**src/rtl/idle_wake_pkg.sv**
```systemverilog
package idle_wake_pkg;

  // Bit of the power-control register that requests idle.
  localparam int IDLE_BIT = 0;

  typedef enum logic [1:0] {
    PM_RUN    = 2'd0,
    PM_IDLE   = 2'd1,
    PM_WINDOW = 2'd2,
    PM_RSTSEQ = 2'd3
  } pmState_t;

  // Strobes from the sequencer to the register datapath.
  typedef struct packed {
    logic ctrlLoad;   // load the power-control register
    logic idleClr;    // hardware clear of the idle bit and wake latch
    logic wakeHold;   // capture a valid wake request
    logic winClr;     // restart the run-on window counter
    logic winStep;    // count one machine cycle of the window
  } pmStrobe_t;

endpackage

```
**src/rtl/idle_wake_datapath.sv**
```systemverilog
module idle_wake_datapath
  import idle_wake_pkg::*;
#(
  parameter int NUM_IRQ = 4,
  parameter int CTRL_W  = 8,
  parameter int WIN_MC  = 2
) (
  input  logic               clk,
  input  logic               rstN,
  input  pmStrobe_t          strobe,
  input  logic [CTRL_W-1:0]  ctrlWrData,
  input  logic [NUM_IRQ-1:0] irqPend,
  input  logic [NUM_IRQ-1:0] irqEn,
  input  logic               irqGlobalEn,
  output logic [CTRL_W-1:0]  ctrlQ,
  output logic               idleBit,
  output logic               wakeReq,
  output logic               winLast
);

  localparam int CNT_W = (WIN_MC > 1) ? $clog2(WIN_MC) : 1;
  localparam logic [CNT_W-1:0] WIN_END = CNT_W'(WIN_MC - 1);

  logic [NUM_IRQ-1:0] lineWake;
  logic               wakeNow;
  logic               wakeLatch;
  logic [CNT_W-1:0]   winCnt;

  // Per-line qualification of interrupt sources.
  genvar gi;
  generate
    for (gi = 0; gi < NUM_IRQ; gi++) begin : g_line
      assign lineWake[gi] = irqPend[gi] & irqEn[gi];
    end
  endgenerate

  assign wakeNow = irqGlobalEn & (|lineWake);
  assign wakeReq = wakeNow | wakeLatch;
  assign idleBit = ctrlQ[IDLE_BIT];
  assign winLast = (winCnt == WIN_END);

  always_ff @(posedge clk or negedge rstN) begin
    if (!rstN) begin
      ctrlQ <= '0;
    end else if (strobe.idleClr) begin
      ctrlQ[IDLE_BIT] <= 1'b0;
    end else if (strobe.ctrlLoad) begin
      ctrlQ <= ctrlWrData;
    end
  end

  always_ff @(posedge clk or negedge rstN) begin
    if (!rstN) begin
      wakeLatch <= 1'b0;
    end else if (strobe.idleClr) begin
      wakeLatch <= 1'b0;
    end else if (strobe.wakeHold && wakeNow) begin
      wakeLatch <= 1'b1;
    end
  end

  always_ff @(posedge clk or negedge rstN) begin
    if (!rstN) begin
      winCnt <= '0;
    end else if (strobe.winClr) begin
      winCnt <= '0;
    end else if (strobe.winStep) begin
      winCnt <= winCnt + 1'b1;
    end
  end

endmodule

```
**src/rtl/idle_wake_control.sv**
```systemverilog
module idle_wake_control
  import idle_wake_pkg::*;
(
  input  logic      clk,
  input  logic      rstN,
  input  logic      hwReset,
  input  logic      mcTick,
  input  logic      ctrlWrite,
  input  logic      idleBit,
  input  logic      wakeReq,
  input  logic      winLast,
  output pmStrobe_t strobe,
  output logic      cpuClkEn,
  output logic      periphClkEn,
  output logic      ramWrAllow,
  output logic      portWrAllow,
  output logic      resetSeqActive
);

  pmState_t state, stateNxt;

  always_comb begin
    stateNxt = state;
    strobe   = '0;
    unique case (state)
      PM_RUN: begin
        if (hwReset) begin
          stateNxt       = PM_RSTSEQ;
          strobe.idleClr = 1'b1;
        end else begin
          strobe.ctrlLoad = ctrlWrite && !idleBit;
          if (idleBit) stateNxt = PM_IDLE;
        end
      end
      PM_IDLE: begin
        strobe.wakeHold = 1'b1;
        if (hwReset) begin
          stateNxt       = PM_WINDOW;
          strobe.idleClr = 1'b1;
          strobe.winClr  = 1'b1;
        end else if (mcTick && wakeReq) begin
          stateNxt       = PM_RUN;
          strobe.idleClr = 1'b1;
        end
      end
      PM_WINDOW: begin
        if (mcTick) begin
          if (winLast) stateNxt = PM_RSTSEQ;
          else         strobe.winStep = 1'b1;
        end
      end
      PM_RSTSEQ: begin
        if (!hwReset) stateNxt = PM_RUN;
      end
      default: stateNxt = PM_RUN;
    endcase
  end

  always_ff @(posedge clk or negedge rstN) begin
    if (!rstN) state <= PM_RUN;
    else       state <= stateNxt;
  end

  assign cpuClkEn       = (state != PM_IDLE);
  assign periphClkEn    = (state != PM_RSTSEQ);
  assign ramWrAllow     = (state == PM_RUN) || (state == PM_IDLE);
  assign portWrAllow    = (state != PM_RSTSEQ);
  assign resetSeqActive = (state == PM_RSTSEQ);

endmodule

```
**src/rtl/idle_wake_ctrl.sv**
```systemverilog
module idle_wake_ctrl
  import idle_wake_pkg::*;
#(
  parameter int NUM_IRQ = 4,
  parameter int CTRL_W  = 8,
  parameter int WIN_MC  = 2
) (
  input  logic               clk,
  input  logic               rstN,
  input  logic               hwReset,
  input  logic               mcTick,
  input  logic               ctrlWrite,
  input  logic [CTRL_W-1:0]  ctrlWrData,
  input  logic [NUM_IRQ-1:0] irqPend,
  input  logic [NUM_IRQ-1:0] irqEn,
  input  logic               irqGlobalEn,
  output logic               cpuClkEn,
  output logic               periphClkEn,
  output logic               ramWrAllow,
  output logic               portWrAllow,
  output logic               resetSeqActive,
  output logic [CTRL_W-1:0]  pwrCtrlQ
);

  pmStrobe_t strobe;
  logic      idleBit;
  logic      wakeReq;
  logic      winLast;

  idle_wake_control u_control (
    .clk            (clk),
    .rstN           (rstN),
    .hwReset        (hwReset),
    .mcTick         (mcTick),
    .ctrlWrite      (ctrlWrite),
    .idleBit        (idleBit),
    .wakeReq        (wakeReq),
    .winLast        (winLast),
    .strobe         (strobe),
    .cpuClkEn       (cpuClkEn),
    .periphClkEn    (periphClkEn),
    .ramWrAllow     (ramWrAllow),
    .portWrAllow    (portWrAllow),
    .resetSeqActive (resetSeqActive)
  );

  idle_wake_datapath #(
    .NUM_IRQ (NUM_IRQ),
    .CTRL_W  (CTRL_W),
    .WIN_MC  (WIN_MC)
  ) u_datapath (
    .clk         (clk),
    .rstN        (rstN),
    .strobe      (strobe),
    .ctrlWrData  (ctrlWrData),
    .irqPend     (irqPend),
    .irqEn       (irqEn),
    .irqGlobalEn (irqGlobalEn),
    .ctrlQ       (pwrCtrlQ),
    .idleBit     (idleBit),
    .wakeReq     (wakeReq),
    .winLast     (winLast)
  );

endmodule

```
**config.mk**
```make
export PLATFORM = sky130hd
export DESIGN_NAME = idle_wake_ctrl
export DESIGN_NICKNAME = d
export VERILOG_FILES = /design/src/rtl/idle_wake_pkg.sv /design/src/rtl/idle_wake_datapath.sv /design/src/rtl/idle_wake_control.sv /design/src/rtl/idle_wake_ctrl.sv
export SDC_FILE = /design/constraint.sdc
export NUM_CORES = 1
export LEC_CHECK = 0
export CAP_MARGIN = 10
export CORE_MARGIN = 2
export CORE_UTILIZATION = 33
export CTS_CLUSTER_SIZE = 30
export DETAILED_ROUTE_END_ITERATION = 8
export PLACE_DENSITY = 0.73
export SLEW_MARGIN = 20
export SYNTH_ARGS = -nofsm -noshare
export SYNTH_HDL_FRONTEND = slang
export SYNTH_SLANG_ARGS = --single-unit
```
**constraint.sdc**
```tcl
create_clock -name clk -period 1.38 [get_ports clk]
set_input_delay 0.276 -clock clk [delete_from_list [all_inputs] [get_ports clk]]
set_output_delay 0.276 -clock clk [all_outputs]
set_load 0.02 [all_outputs]
```
Word level (Yosys, flattened, before mapping)
Index checks and enable logic that the tools add are counted.
{ "classes": {"n_addsub": 1, "eq_ne": 10, "n_mux": 24, "bitwise": 7, "n_reduce_logical": 12} }
{ "op_table": {"columns": ["operator", "count"], "rows": [
  ["2-bit 2-to-1 mux", 8],
  ["1-bit 2-to-1 mux", 14],
  ["2-bit case mux with 4 select lines", 1],
  ["2-bit != test (second input constant)", 3],
  ["3-bit by 2-bit != test with 1-bit output (second input constant)", 2],
  ["2-bit nonzero test", 3],
  ["1-bit AND", 5],
  ["5-bit AND reduction", 1],
  ["2-bit equality test (second input constant)", 2],
  ["2-bit by 1-bit != test with 1-bit output (second input constant)", 2],
  ["4-bit OR reduction", 1],
  ["1-bit logical AND", 3],
  ["2-bit by 1-bit equality test with 1-bit output (second input constant)", 1],
  ["2-bit zero test", 1],
  ["1-bit case mux with 2 select lines", 1],
  ["2-bit AND reduction", 1],
  ["1-bit adder (second input constant)", 1],
  ["1-bit zero test", 1],
  ["1-bit logical OR", 1],
  ["1-bit inverter", 1],
  ["1-bit OR", 1]
]} }
{ "word_totals": {"ff_bits": 12, "in_bits": 22, "word_cells": 59} }

Longest topological paths before layout
{ "depth": {"depth_word": 10, "ltp_mapped": 5, "ltp_nobuf": 4} }

Modules after synthesis
Synthesis repeated with hierarchy kept, for this count alone.
{ "hier_totals": {"cells_unflattened": 53, "hier_area_um2": 641.9} }
{ "by_module_without_submodules": {"columns": ["mod", "n_inst", "cells_each", "area_per_inst_um2"], "rows": [
  ["idle_wake_datapath", 1, 31, 459.2],
  ["idle_wake_control", 1, 22, 182.7]
]} }

Worst setup path after synthesis
OpenSTA, ideal clock, no wires.
{ "synth_path": {"kind": "register -> register", "start": "register u_control.state[0]", "end": "register u_datapath.ctrlQ[1]", "arrival_ps": 1251, "slack_ps": 4, "stages_incl_launch_ff": 5, "path_buffers": 1, "period_less_slack_ps": 1376, "path_cell_list": "dfrtp_1 > buf_6 > nor4_4 > nand2_4 > mux2_4"} }
{ "synth_between": {"elab_chain_cells": 4, "word_cells_on_any_way": 6, "cone_classes": "eq/ne: 1; mux: 2; bitwise: 1; reduce/logical: 2"} }
{ "synth_rtl": {"columns": ["element", "line", "rtl"], "rows": [
  ["from (decl)", "idle_wake_control.sv:20", "pmState_t state, stateNxt;"],
  ["from (signal assigned)", "idle_wake_control.sv:61", "else state <= stateNxt;"],
  ["2-bit by 1-bit equality test with 1-bit output / 2-bit zero test (equally long branches)", "idle_wake_control.sv:25", "unique case (state)"],
  ["1-bit case mux with 2 select lines", "idle_wake_control.sv:25", null],
  ["1-bit inverter (no source line)", null, null],
  ["2-bit AND reduction (no source line) *", null, null],
  ["to (signal assigned)", "idle_wake_datapath.sv:48", "ctrlQ <= ctrlWrData;"],
  ["to (decl)", "idle_wake_datapath.sv:15", "output logic [CTRL_W-1:0] ctrlQ,"]
]} }
Mark *: on every way between the ends. The rest lies on a longest branch, timed or not.
A chain may end at the register's enable or synchronous reset.

Worst setup path after layout
{ "layout_path": {"start": "register u_control.state[1]", "end": "register u_datapath.ctrlQ[7]"} }
Same word-level chain as after synthesis.

==> impl_summary.log <==
[metrics] outcome: finished with violations
[metrics] violations in the final reports: setup timing
[metrics] total of flip-flops plus latches after synthesis: 12
[metrics] detailed-route wire length per cell: 12.0 um
[metrics] number of remaining DRC errors: 0
[metrics] post-synthesis cell count: 57
[metrics] final setup violation count: 11
[metrics] total global routing track utilization: 14.5%
[metrics] TritonCTS clock tree: yes
[metrics] element type at the critical path end: flop
[metrics] first-iteration detailed-routing DRC count: 8
[metrics] share of the yosys chip area belonging to registers: 47.0%
[metrics] largest voltage drop on the vdd net: 1.23 mV
[metrics] Max Clk Rate: 676 MHz
[metrics] site row count: 15
[metrics] Period minus WS final: 1.48 ns
[metrics] overall via count from detail_route: 597
[metrics] via count of the first global-routing pass: 541
[metrics] Starting Density: 35.9%
[metrics] Final #Nets: 126
[metrics] vertical die dimension: 48.0 um
[metrics] DR pass1 iterations: 4
[metrics] clk_lat worst skew: 0.26 ns
[metrics] total power per unit cell area: 1760 mW/mm^2
[metrics] final weighted congestion in routability-driven placement: 0.721
[metrics] Worst-Margin Slew: 0.278 ns
[metrics] Final Hold Vio Count: 0
[metrics] Critical Path Source Type: flop
[metrics] Top-Level Pins: 35
[metrics] synth unique cells: 22
[metrics] worst clock skew on the final layout: 0.00707 ns
[metrics] portion of the clock cycle consumed by the worst path in the final layout: 107%
[metrics] number of buffers on the longest clock path: 2
[metrics] Slew Viols, Final: 0
[metrics] clock-pin slew on the worst setup and hold paths: 0.08 ns
[metrics] class of the most critical hold timing path: in2async
[metrics] Detail Route Antenna Nets: 0
[metrics] Synth Net Count: 79
[metrics] final design instance area without fill: 0.00111 sq mm
[metrics] largest net degree at the start of global routing: 13
[metrics] fill count: 161
[metrics] layout cells sized above 1: 33.0%
[metrics] initial antenna violation count: 0
[metrics] Synthesis Warnings: 0
[metrics] Die Wd: 48.0 um
[metrics] total number of H-tree levels: 1
[metrics] unrepaired setup endpoints after global routing: true
[metrics] Hold-fix buffers, CTS: 0
[metrics] diode insertion count for antenna repair: 0
[metrics] number of maximum-capacitance violations: 0
[metrics] average footprint of a synthesized cell: 11.2 sq um
[metrics] via/cell ratio: 4.66
[metrics] gr ovfl total: 0
[metrics] cts bufs inserted: 3
[metrics] Clock Root Buffer: clkbuf_4
[metrics] cell area reported after detailed placement: 0.00104 sq mm
[metrics] clock sink count: 12
[metrics] setup slack on the worst flop-to-flop path: -0.1 ns
[metrics] required time at the endpoint of the critical path: 1.53 ns
[metrics] critical path type: reg2reg
[metrics] Setup WS post-layout: -0.0992 ns
[metrics] wire length of the first global-routing pass: 2310 um
[metrics] mapped cell area: 639 sq um
[metrics] core area: 0.00178 sq mm
[metrics] P_leak: 0.540 nW
[metrics] input/output buffers: 34
[metrics] post-synthesis to final-layout area growth: 73.6%
[metrics] final wirelength: 1540 um
[metrics] endpoint arrival time on the critical path: 1.63 ns
[metrics] die outline area: 0.00231 sq mm
[metrics] Final Core Density: 62.2%
[metrics] largest fanout on the critical path: 7
[metrics] total half-perimeter wirelength after legalization and detailed placement: 1210 um
[metrics] remaining max-slew budget at the tightest pin: 81.3%
## cells in the final DEF, fill, tap and decap left out, types with 2 or more instances in the layout
cell type	count
a21oi_1	3
a22oi_1	2
buf_2	2
buf_4	11
buf_6	5
clkbuf_4	3
clkdlybuf4s50_1	21
dfrtp_1	12
dlygate4sd2_1	7
inv_1	4
mux2_4	7
nand2_1	4
nand3_1	2
o21ai_0	5
o21ai_1	2
## metal layers
metal | vias up | GRT usage, % | wire length (um)
met5 | - | 0 | 0
met4 | 0 | 3.24 | 0
met3 | 0 | 3.40 | 109
met2 | 27 | 24.3 | 723
met1 | 276 | 19.0 | 708
li1 | 294 | - | -
## sequential cells by signal, indices dropped and copies added, names as in the netlist
signal and count:
u_datapath.wakeLatch 1, u_datapath.winLast 1, u_control.state 2, u_datapath.ctrlQ 8
## synthesized netlist by cell type
cell | number | area share [%]
a22oi_1 | 2 | 2.3
nand2_4 | 1 | 1.8
a31oi_1 | 1 | 0.98
and4_1 | 1 | 1.4
nor3_1 | 1 | 0.78
a41oi_1 | 1 | 1.4
buf_4 | 2 | 2.3
dfrtp_1 | 12 | 47
nand2_1 | 4 | 2.3
clkbuf_2 | 1 | 0.78
mux2_4 | 7 | 16
clkbuf_1 | 1 | 0.59
o31ai_1 | 1 | 1.2
o21ai_0 | 7 | 5.5
buf_6 | 1 | 1.8
a21o_1 | 1 | 1.2
or2_2 | 1 | 0.98
inv_1 | 4 | 2.3
nor4_4 | 1 | 3.3
a21oi_1 | 3 | 2.3
nand3_1 | 3 | 2.3
nor2b_1 | 1 | 0.98
## final timing paths
kind,startpoint,to,depth (start not counted)
setup / recovery,u_control.state[1]$_DFFE_PN0P_,u_datapath.ctrlQ[7]$_DFFE_PN0P_,4
hold / removal,rstN,u_datapath.ctrlQ[0]$_DFFE_PN0P_,2
setup reg to reg,u_control.state[1]$_DFFE_PN0P_,u_datapath.ctrlQ[7]$_DFFE_PN0P_,4
hold reg to reg,u_datapath.ctrlQ[4]$_DFFE_PN0P_,u_datapath.ctrlQ[4]$_DFFE_PN0P_,1
max in group asynchronous,rstN,u_control.state[1]$_DFFE_PN0P_,2
min in group clk,u_datapath.ctrlQ[4]$_DFFE_PN0P_,u_datapath.ctrlQ[4]$_DFFE_PN0P_,1
## worst max-delay path, stage by stage, from the launching register on
cell     delay (ns)
dfrtp_1        0.44
buf_6          0.15
nor4_4         0.31
nand2_4        0.15
mux2_4         0.32
## repair_timing
action,in CTS,in global routing
buffers inserted,2,2
pin swaps,2,2
setup endpoints to repair,21,13
resized for setup,25,16
## area by class of cell
class,count,area [sq um],area share [%]
timing repair buffer,47,430,38.8
multi-input combinational,36,297,26.7
sequential,12,300,27.1
tap,25,31.3,2.82
inverter,4,15.0,1.35
clock buffer,4,36.3,3.27
## kinds of logic (layout without fill, tap and decap cells)
kind of cell | after synthesis | after routing | share of synthesized area, %
flops | 12 | 12 | 47.0
compound gates | 16 | 16 | 14.9
mux | 7 | 7 | 16.4
simple gates | 13 | 13 | 13.9
buf+inv | 9 | 55 | 7.82
## report_power, final
part | switching, mW | total [mW] | internal, mW
Sequential | 0.106 | 0.611 | 0.504
Clock | 0.111 | 0.271 | 0.160
Combinational | 0.491 | 1.07 | 0.578
Total | 0.709 | 1.95 | 1.24
## through the flow
stage / hold slack, ns / worst slack, ns / TNS, ns / power (mW) / std cells
after CTS: 0.305 / -0.138 / -1.08 / 1.88 / 126
after global placement: 0.497 / -0.246 / -2.17 / 1.69 / 120
after floorplan: -0.0196 / 0.00424 / 0 / 1.22 / 57
after detailed placement: 0.494 / -0.288 / -2.59 / 1.71 / 120
after global routing: 0.312 / -0.183 / -1.70 / 2.08 / 128
final: 0.317 / -0.0992 / -0.806 / 1.95 / 128
Note: power is estimated with default switching activity, not from simulation.
